File: src/rtl/rtc_cal_pkg.sv
`timescale 1ns/1ps
package rtc_cal_pkg;

  localparam int unsigned NUM_TIME_REGS = 8;
  localparam int unsigned IDX_W         = $clog2(NUM_TIME_REGS);

  typedef struct packed {
    logic [15:0] year;
    logic [4:0]  month;
    logic [5:0]  date;
    logic [2:0]  dow;
    logic [5:0]  hour;
    logic [6:0]  min;
    logic [6:0]  sec;
  } rtc_time_t;

  localparam rtc_time_t RTC_RESET = '{year: 16'h0000, month: 5'h01, date: 6'h01,
                                      dow: 3'd1, hour: 6'h00, min: 7'h00, sec: 7'h00};

  // Two-digit BCD increment without wrap handling.
  function automatic logic [7:0] bcd_inc2(input logic [7:0] v);
    if (v[3:0] == 4'd9) return {v[7:4] + 4'd1, 4'd0};
    return {v[7:4], v[3:0] + 4'd1};
  endfunction

  function automatic int unsigned bcd_val(input logic [7:0] v);
    return int'(v[7:4]) * 10 + int'(v[3:0]);
  endfunction

  function automatic logic is_leap(input logic [15:0] y);
    int unsigned lo;
    int unsigned hi;
    lo = bcd_val(y[7:0]);
    hi = bcd_val(y[15:8]);
    if (lo != 0) return (lo % 4) == 0;
    return (hi % 4) == 0;
  endfunction

  function automatic logic [5:0] month_last(input logic [4:0] m, input logic [15:0] y);
    case (m)
      5'h02:                      return is_leap(y) ? 6'h29 : 6'h28;
      5'h04, 5'h06, 5'h09, 5'h11: return 6'h30;
      default:                    return 6'h31;
    endcase
  endfunction

  function automatic logic [15:0] year_inc(input logic [15:0] y);
    if (y == 16'h9999)     return 16'h0000;
    if (y[7:0] == 8'h99)   return {bcd_inc2(y[15:8]), 8'h00};
    return {y[15:8], bcd_inc2(y[7:0])};
  endfunction

  // Full one-second calendar step.
  function automatic rtc_time_t rtc_advance(input rtc_time_t t);
    rtc_time_t  n;
    logic [7:0] tmp;
    n = t;
    if (t.sec != 7'h59) begin
      tmp = bcd_inc2({1'b0, t.sec});
      n.sec = tmp[6:0];
      return n;
    end
    n.sec = 7'h00;
    if (t.min != 7'h59) begin
      tmp = bcd_inc2({1'b0, t.min});
      n.min = tmp[6:0];
      return n;
    end
    n.min = 7'h00;
    if (t.hour != 6'h23) begin
      tmp = bcd_inc2({2'b0, t.hour});
      n.hour = tmp[5:0];
      return n;
    end
    n.hour = 6'h00;
    n.dow  = (t.dow == 3'd7) ? 3'd1 : t.dow + 3'd1;
    if (t.date != month_last(t.month, t.year)) begin
      tmp = bcd_inc2({2'b0, t.date});
      n.date = tmp[5:0];
      return n;
    end
    n.date = 6'h01;
    if (t.month != 5'h12) begin
      tmp = bcd_inc2({3'b0, t.month});
      n.month = tmp[4:0];
      return n;
    end
    n.month = 5'h01;
    n.year  = year_inc(t.year);
    return n;
  endfunction

  function automatic logic [7:0] get_field(input rtc_time_t t, input logic [IDX_W-1:0] idx);
    case (idx)
      3'd0:    return {1'b0, t.sec};
      3'd1:    return {1'b0, t.min};
      3'd2:    return {2'b0, t.hour};
      3'd3:    return {5'b0, t.dow};
      3'd4:    return {2'b0, t.date};
      3'd5:    return {3'b0, t.month};
      3'd6:    return t.year[7:0];
      default: return t.year[15:8];
    endcase
  endfunction

  function automatic rtc_time_t put_field(input rtc_time_t t, input logic [IDX_W-1:0] idx,
                                          input logic [7:0] d);
    rtc_time_t n;
    n = t;
    case (idx)
      3'd0:    n.sec        = d[6:0];
      3'd1:    n.min        = d[6:0];
      3'd2:    n.hour       = d[5:0];
      3'd3:    n.dow        = d[2:0];
      3'd4:    n.date       = d[5:0];
      3'd5:    n.month      = d[4:0];
      3'd6:    n.year[7:0]  = d;
      default: n.year[15:8] = d;
    endcase
    return n;
  endfunction

endpackage

File: src/rtl/rtc_time_counter.sv
`timescale 1ns/1ps
module rtc_time_counter
  import rtc_cal_pkg::*;
(
  input  logic      clk,
  input  logic      rst_n,
  input  logic      tick_i,
  input  logic      load_i,
  input  rtc_time_t base_i,
  output rtc_time_t live_q,
  output rtc_time_t live_nxt,
  output logic      tick_taken
);

  rtc_time_t stepped;

  assign stepped    = rtc_advance(live_q);
  assign tick_taken = tick_i && !load_i;
  assign live_nxt   = load_i ? base_i : (tick_i ? stepped : live_q);

  always_ff @(posedge clk or negedge rst_n) begin
    if (!rst_n) live_q <= RTC_RESET;
    else        live_q <= live_nxt;
  end

  // no tick, no load -> live time holds
  a_r2_idle_stable: assert property (@(posedge clk) disable iff (!rst_n)
    (!tick_i && !load_i) |=> $stable(live_q));

  // a processed tick always moves the live time
  a_r2_tick_moves: assert property (@(posedge clk) disable iff (!rst_n)
    tick_taken |=> (live_q != $past(live_q)));

  // load wins over tick
  a_r11_load_wins: assert property (@(posedge clk) disable iff (!rst_n)
    load_i |=> (live_q == $past(base_i)));

endmodule

File: src/rtl/rtc_user_regs.sv
`timescale 1ns/1ps
module rtc_user_regs
  import rtc_cal_pkg::*;
(
  input  logic             clk,
  input  logic             rst_n,
  input  logic             rd_hold,
  input  logic             wr_hold,
  input  logic             tick_taken,
  input  rtc_time_t        live_nxt,
  input  logic             wr_en,
  input  logic [IDX_W-1:0] wr_idx,
  input  logic [7:0]       wr_data,
  output rtc_time_t        shadow_q,
  output logic             refresh,
  output logic             base_wr
);

  assign refresh = tick_taken && !rd_hold && !wr_hold;
  assign base_wr = wr_en && wr_hold;

  always_ff @(posedge clk or negedge rst_n) begin
    if (!rst_n)       shadow_q <= RTC_RESET;
    else if (base_wr) shadow_q <= put_field(shadow_q, wr_idx, wr_data);
    else if (refresh) shadow_q <= live_nxt;
  end

  // a read snapshot is frozen while only read-hold is set
  a_r8_snapshot_frozen: assert property (@(posedge clk) disable iff (!rst_n)
    (rd_hold && !wr_hold) |=> $stable(shadow_q));

endmodule

File: src/rtl/rtc_calendar_regs.sv
`timescale 1ns/1ps
module rtc_calendar_regs
  import rtc_cal_pkg::*;
#(
  parameter int unsigned ADDR_W    = 4,
  parameter int unsigned FLAG_ADDR = 8
) (
  input  logic              clk,
  input  logic              rst_n,
  input  logic              tick_i,
  input  logic [ADDR_W-1:0] bus_addr_i,
  input  logic              bus_we_i,
  input  logic [7:0]        bus_wdata_i,
  output logic [7:0]        bus_rdata_o
);

  localparam logic [ADDR_W-1:0] FLAG_SEL = ADDR_W'(FLAG_ADDR);
  localparam logic [ADDR_W-1:0] TIME_END = ADDR_W'(NUM_TIME_REGS);

  logic      rd_hold_q, wr_hold_q;
  logic      time_sel, flag_sel, time_wr, flag_wr, commit;
  logic      tick_taken, refresh, base_wr;
  rtc_time_t live_q, live_nxt, shadow_q;

  assign time_sel = bus_addr_i < TIME_END;
  assign flag_sel = bus_addr_i == FLAG_SEL;
  assign time_wr  = bus_we_i && time_sel;
  assign flag_wr  = bus_we_i && flag_sel;
  assign commit   = flag_wr && wr_hold_q && !bus_wdata_i[1];

  always_ff @(posedge clk or negedge rst_n) begin
    if (!rst_n) begin
      rd_hold_q <= 1'b0;
      wr_hold_q <= 1'b0;
    end else if (flag_wr) begin
      rd_hold_q <= bus_wdata_i[0];
      wr_hold_q <= bus_wdata_i[1];
    end
  end

  rtc_time_counter u_counter (
    .clk        (clk),
    .rst_n      (rst_n),
    .tick_i     (tick_i),
    .load_i     (commit),
    .base_i     (shadow_q),
    .live_q     (live_q),
    .live_nxt   (live_nxt),
    .tick_taken (tick_taken)
  );

  rtc_user_regs u_user (
    .clk        (clk),
    .rst_n      (rst_n),
    .rd_hold    (rd_hold_q),
    .wr_hold    (wr_hold_q),
    .tick_taken (tick_taken),
    .live_nxt   (live_nxt),
    .wr_en      (time_wr),
    .wr_idx     (bus_addr_i[IDX_W-1:0]),
    .wr_data    (bus_wdata_i),
    .shadow_q   (shadow_q),
    .refresh    (refresh),
    .base_wr    (base_wr)
  );

  always_comb begin
    if (time_sel)      bus_rdata_o = get_field(shadow_q, bus_addr_i[IDX_W-1:0]);
    else if (flag_sel) bus_rdata_o = {6'b0, wr_hold_q, rd_hold_q};
    else               bus_rdata_o = 8'h00;
  end

  // unheld refresh mirrors the live counters
  a_r7_mirror_live: assert property (@(posedge clk) disable iff (!rst_n)
    refresh |=> (shadow_q == live_q));

  // commit copies the composed base into the counters
  a_r11_commit_base: assert property (@(posedge clk) disable iff (!rst_n)
    commit |=> (live_q == $past(shadow_q)));

  // time writes without write-hold leave the visible copy alone
  a_r9_write_ignored: assert property (@(posedge clk) disable iff (!rst_n)
    (time_wr && !wr_hold_q && !tick_i) |=> $stable(shadow_q));

  // addresses past the flags read zero
  a_r12_unmapped_zero: assert property (@(posedge clk) disable iff (!rst_n)
    (bus_addr_i > FLAG_SEL) |-> (bus_rdata_o == 8'h00));

  // day-of-week register keeps its upper bits clear
  a_r6_dow_upper_zero: assert property (@(posedge clk) disable iff (!rst_n)
    (bus_addr_i == ADDR_W'(3)) |-> (bus_rdata_o[7:3] == 5'b0));

endmodule

File: config.mk
export PLATFORM = sky130hd
export DESIGN_NAME = rtc_calendar_regs
export DESIGN_NICKNAME = d
export VERILOG_FILES = /design/src/rtl/rtc_cal_pkg.sv /design/src/rtl/rtc_time_counter.sv /design/src/rtl/rtc_user_regs.sv /design/src/rtl/rtc_calendar_regs.sv
export SDC_FILE = /design/constraint.sdc
export NUM_CORES = 1
export LEC_CHECK = 0
export BUFFER_PORTS_ARGS = -buffer_cell sky130_fd_sc_hd__buf_4
export CORE_AREA = 8 8 153 190
export CTS_CLUSTER_SIZE = 20
export DETAILED_ROUTE_END_ITERATION = 7
export DIE_AREA = 0 0 161 198
export GPL_ROUTABILITY_DRIVEN = 0
export HOLD_SLACK_MARGIN = 0.08
export SYNTH_ARGS = -nofsm -noshare
export SYNTH_HDL_FRONTEND = slang
export SYNTH_SLANG_ARGS = --single-unit
File: constraint.sdc
create_clock -name clk -period 6.24 [get_ports clk]
set_input_delay 1.248 -clock clk [delete_from_list [all_inputs] [get_ports clk]]
set_output_delay 1.248 -clock clk [all_outputs]
set_load 0.01 [all_outputs]
**Yosys cells after proc, flatten, opt, wreduce, memory -nomap -nowiden**

Index checks and enable logic that the tools add are counted.

- Register bits after elaboration: 102
- Input bits: 16
- Output and inout port bits: 8
- Logic and storage cells: 223

- $add $sub $neg: 17
- $mul: 2
- Magnitude comparators: 1
- Equal/unequal tests: 35
- Multiplexer cells: 124
- Reduce and logical (&&, ||, !) cells: 27

Operator list:

| cell | number |
|---|---|
| $mux W50 | 14 |
| $mux W1 | 76 |
| $logic_not A32 Y1 | 2 |
| $mux W16 | 4 |
| $mux W8 | 7 |
| $pmux W8 S7 | 1 |
| $mux W6 | 9 |
| $mux W7 | 6 |
| $add A4 B1 Y4 const B | 9 |
| $add A32 B5 Y32 | 1 |
| $eq A4 B4 Y1 const B | 8 |
| $reduce_bool A32 Y1 | 1 |
| $eq A16 B16 Y1 const B | 1 |
| $reduce_and A2 Y1 | 8 |
| $mux W5 | 3 |
| $ne A2 B1 Y1 const B | 7 |
| $ne A7 B7 Y1 const B | 2 |
| $eq A3 B3 Y1 const B | 4 |
| $pmux W6 S2 | 1 |
| $eq A5 B3 Y1 const B | 2 |
| $add A3 B1 Y3 const B | 3 |
| $eq A8 B8 Y1 const B | 1 |
| $logic_and A1 B1 Y1 | 8 |
| $mul A4 B3 Y7 const B | 1 |
| 21 further kinds | 27 |

**Logic depth before layout (Yosys ltp)**

- Depth in word-level cells: 57
- Gate-level depth with buffers: 12
- Depth with buffers taken out: 11

**Hierarchy**

Synthesis repeated with hierarchy kept, for this count alone.

- Cells, all modules: 746
- Area total of the unflattened synthesis: 6,729.0 um^2

By module, submodules not included:

| module | times used | cells an instance | area an instance (um^2) | sequential area each (um^2) |
|---|---|---|---|---|
| rtc_time_counter | 1 | 419 | 3,613.5 | 1,255.0 |
| rtc_user_regs | 1 | 239 | 2,493.6 | 1,255.0 |
| rtc_calendar_regs | 1 | 88 | 621.8 | 50.0 |

**Worst setup path before layout**

OpenSTA, ideal clock, no wires.

- Path kind: input to output
- Start point: in bus_addr_i[0]
- End point: out bus_rdata_o[2]
- Data arrival time: 2.686 ns
- Slack: 2.306 ns
- Cell stages on the path: 7
- Path buffers: 3
- Path through: clkbuf_1 -> clkbuf_1 -> buf_1 -> nand3_1 -> a21oi_1 -> nor2_1 -> nor3_1

- Cells in the longest elaborated chain, start to end: 3
- Elaborated cells between the ends (all ways): 10

Ends and longest elaborated chain:

| what | RTL line | source |
|---|---|---|
| start, declared | rtc_calendar_regs.sv:11 | `input logic [ADDR_W-1:0] bus_addr_i,` |
| $eq A3 B3 Y1 (tied with other cells) | rtc_cal_pkg.sv:94 | `case (idx)` |
| $pmux W8 S7 | rtc_cal_pkg.sv:94 |  |
| $mux W8 * | rtc_calendar_regs.sv:68 | `if (time_sel) bus_rdata_o = get_field(shadow_q, bus_addr_i[IDX_W-1:0]);` |
| end, declared | rtc_calendar_regs.sv:14 | `output logic [7:0] bus_rdata_o` |

Every way passes the cells marked *; elsewhere a longest branch is shown, timed or not.

**Final worst setup path**

- Start point: in bus_addr_i[2]
- End point: out bus_rdata_o[4]

Same word-level chain as after synthesis.

==> flow_summary.toml <==
[outcome]
status = "finished clean"

[job]
maxCapViolations = 0

[power_and_ir_drop]
leakagePower_nw = 2.94
total_power_mw = 2.25
power.density_nw_per_um2 = 315
ir_drop_uv = 157

[cells_and_area]
regArea_sq_um = 2560
layout-drive-gt1-share = 0.0961
syn_to_final_growth_pct = 12.0
multi_input_area_sq_um = 3580
nets = 790
fin_cells = 1089
antenna_cells = 0
final.fill_count = 2754

[sta]
max_freq_mhz = 253
finalClockSkew_ns = 0.0113
tns_ns = 0
hold_viol_final = 0
setup_viol = 0
maxSlewViolCount = 0
finalCritPeriodShare = 0.634
rsz0062_at_grt = "no"
min_period_ns = 3.96
timing.slew.headroom = 0.382
worst_slew_pin_slew_ns = 0.915

[die]
num_rows = 66
core_area_sq_um = 25900
ios = 24
die-height_microns = 198
fp.dieArea_sq_um = 31900
start_util = 0.247
die_x_microns = 161

[placed_design]
hpwl_microns = 14500
portBuffers = 23
dp.cells = 1073

[synthesis]
ys_types = 71
synth_top_cell_area_share = 0.376
synth_seq_area_share = 0.400
netlist_instances = 746
yosysTopAreaCell = "dfrtp_1"
syn_area_sq_um = 6390
synth.avg_cell_area_sq_um = 8.57
synth_seq_cells = 102
synth_nets = 792
ys.flop_type = "dfrtp_1"
async_reset_ff_frac = 1.00
yosys_warnings = 0
synth_edf_count = 0
synthTopCellsByArea = "dfrtp_1 (38%), a21oi_1 (5.7%), o21ai_0 (5.7%), ha_1 (5.5%), nand2_1 (4.9%)"

[drt]
drt_wl_total_microns = 19800
ant_nets = 0
first_pass_iters = 5
wl_per_cell_microns = 18.1
drt-vias-per-instance = 5.21
vias = 5678
drc_errors = 0
drt_iter0_markers = 303

[clock_network]
insertion_delay_ns = 0.36
cts_buffers = 9
cts_setup_buffers = 0
path_clk_slew_ns = 0.07
root_buffer = "clkbuf_16"
cts-hold-fix-buffers = 0
cts_tree = "yes"
cts_max_level = 3
clk_path_buf_depth = 2
cts.sinks = 102
cts-resized-gates = 0

[setup_path]
crit_path_start_kind = "primary input"
r2r_cells = 11
cp-end-kind = "output port"
path_max_fanout = 24
critical_path_class = "in -> out"
arrival_ns = 2.71
required_ns = 4.99

[global_route]
grt_use_total = 0.125
grt_pass1_vias = 5589
antenna_found_initial = 0
grt_max_degree = 67
overflow = 0
grt_pass1_wl_microns = 31500

[min_path]
min_path_cells = 2
hp-class = "reg -> reg"
[through the flow]
stage                     cell area (sq um)  hold slack (ns)   util  setup slack (ns)
after floorplan                        6390            0.461      -              2.31
after global placement                 6870            0.493  0.265              2.21
after detailed placement               6870            0.503  0.265              2.12
after CTS                              7160            0.520  0.276              2.28
after global routing                   7160            0.534  0.276              2.04
final                                  7160            0.516  0.276              2.28
[final timing paths]
check / startpoint / end / slack (ns)
setup / recovery: bus_addr_i[2] / bus_rdata_o[4] / 2.28
hold / removal: u_user.shadow_q[20] / u_user.shadow_q[20] / 0.52
setup reg to reg: u_counter.live_q[39] / u_user.shadow_q[42] / 2.29
hold reg to reg: u_user.shadow_q[20] / u_user.shadow_q[20] / 0.52
max in group asynchronous: rst_n / u_counter.live_q[20] / 4.13
min in group asynchronous: rst_n / u_counter.live_q[47] / 1.00
[final cells by class]
| type | count | area share |
|---|---|---|
| clock buffers | 10 | 0.0320 |
| clock inverters | 6 | 0.00857 |
| inverters | 23 | 0.0121 |
| multi-input cells | 579 | 0.500 |
| flip-flops and latches | 102 | 0.358 |
| well taps | 340 | 0.0594 |
| repair buffers | 29 | 0.0304 |
[power breakdown]
part           switching, mW  internal [mW]
Sequential             0.225          0.843
Clock                  0.262          0.311
Combinational          0.346          0.263
[layer usage]
metal  vias to the layer above  GRT usage  part of all wire
li1                       2694          -                 -
met1                      2791      0.147              0.42
met2                       146      0.213              0.49
met3                        47     0.0210             0.043
met4                         0     0.0718             0.044
met5                         -          0                 0
[logic make-up after synthesis]
family | share of synthesized area
simple gates | 0.216
flops | 0.400
buf+inv | 0.0403
fa+ha+maj | 0.0611
xor+xnor | 0.0137
compound gates | 0.228
mux | 0.0401
[flip-flops by register name, indices dropped and copies added (netlist names)]
| name | flops |
|---|---|
| u_counter.live_q | 50 |
| u_user.shadow_q | 50 |
| rd_hold_q | 1 |
| wr_hold_q | 1 |
[critical path, stage by stage]
cell     delay (ns)
buf_4          0.20
and2_1         0.26
nand2_1        0.21
nor2_1         0.10
nor4_1         0.47
buf_4          0.21
[synth_stat cells (all sizes together), types with 4 or more instances]
cell	instances
buf	12
o221ai	5
nand2b	6
nand3	18
nand3b	6
mux2i	11
a221oi	4
o21a	6
mux2	5
or2	4
a221o	9
and3	6
a21oi	73
nor2	84
o211ai	4
mux4	4
and3b	6
dfstp	6
dfrtp	96
xor2	4
clkbuf	30
ha	28
nor4	6
or3	6
nor3	14
a31oi	16
nor2b	12
a211oi	7
inv	23
o21ai	76
a21o	4
xnor2	6
and2	12
nand2	84
o31ai	6
or4	4
[placed cells by master (no fill, tap or decap), types with 4 or more instances in the layout]
| master | instances |
|---|---|
| nand3_1 | 17 |
| a211oi_1 | 6 |
| o221ai_1 | 5 |
| o21a_1 | 6 |
| ha_1 | 28 |
| nor3_1 | 14 |
| dfstp_2 | 6 |
| nor2_1 | 83 |
| xor2_1 | 4 |
| mux2i_1 | 11 |
| nand3b_1 | 6 |
| mux2_2 | 5 |
| o21ai_0 | 73 |
| or3_1 | 6 |
| dfrtp_1 | 96 |
| a21o_1 | 4 |
| nand2_1 | 84 |
| and3b_1 | 6 |
| nand2b_1 | 6 |
| a21oi_1 | 73 |
| nor4_1 | 6 |
| clkbuf_16 | 9 |
| buf_4 | 29 |
| a31oi_1 | 16 |
| o211ai_1 | 4 |
| and3_1 | 6 |
| nor2b_1 | 12 |
| a221o_1 | 9 |
| a221oi_1 | 4 |
| inv_1 | 23 |
| and2_1 | 10 |
| mux4_2 | 4 |
| xnor2_1 | 6 |
| o31ai_1 | 6 |
Power figures use the tool's default switching activity.
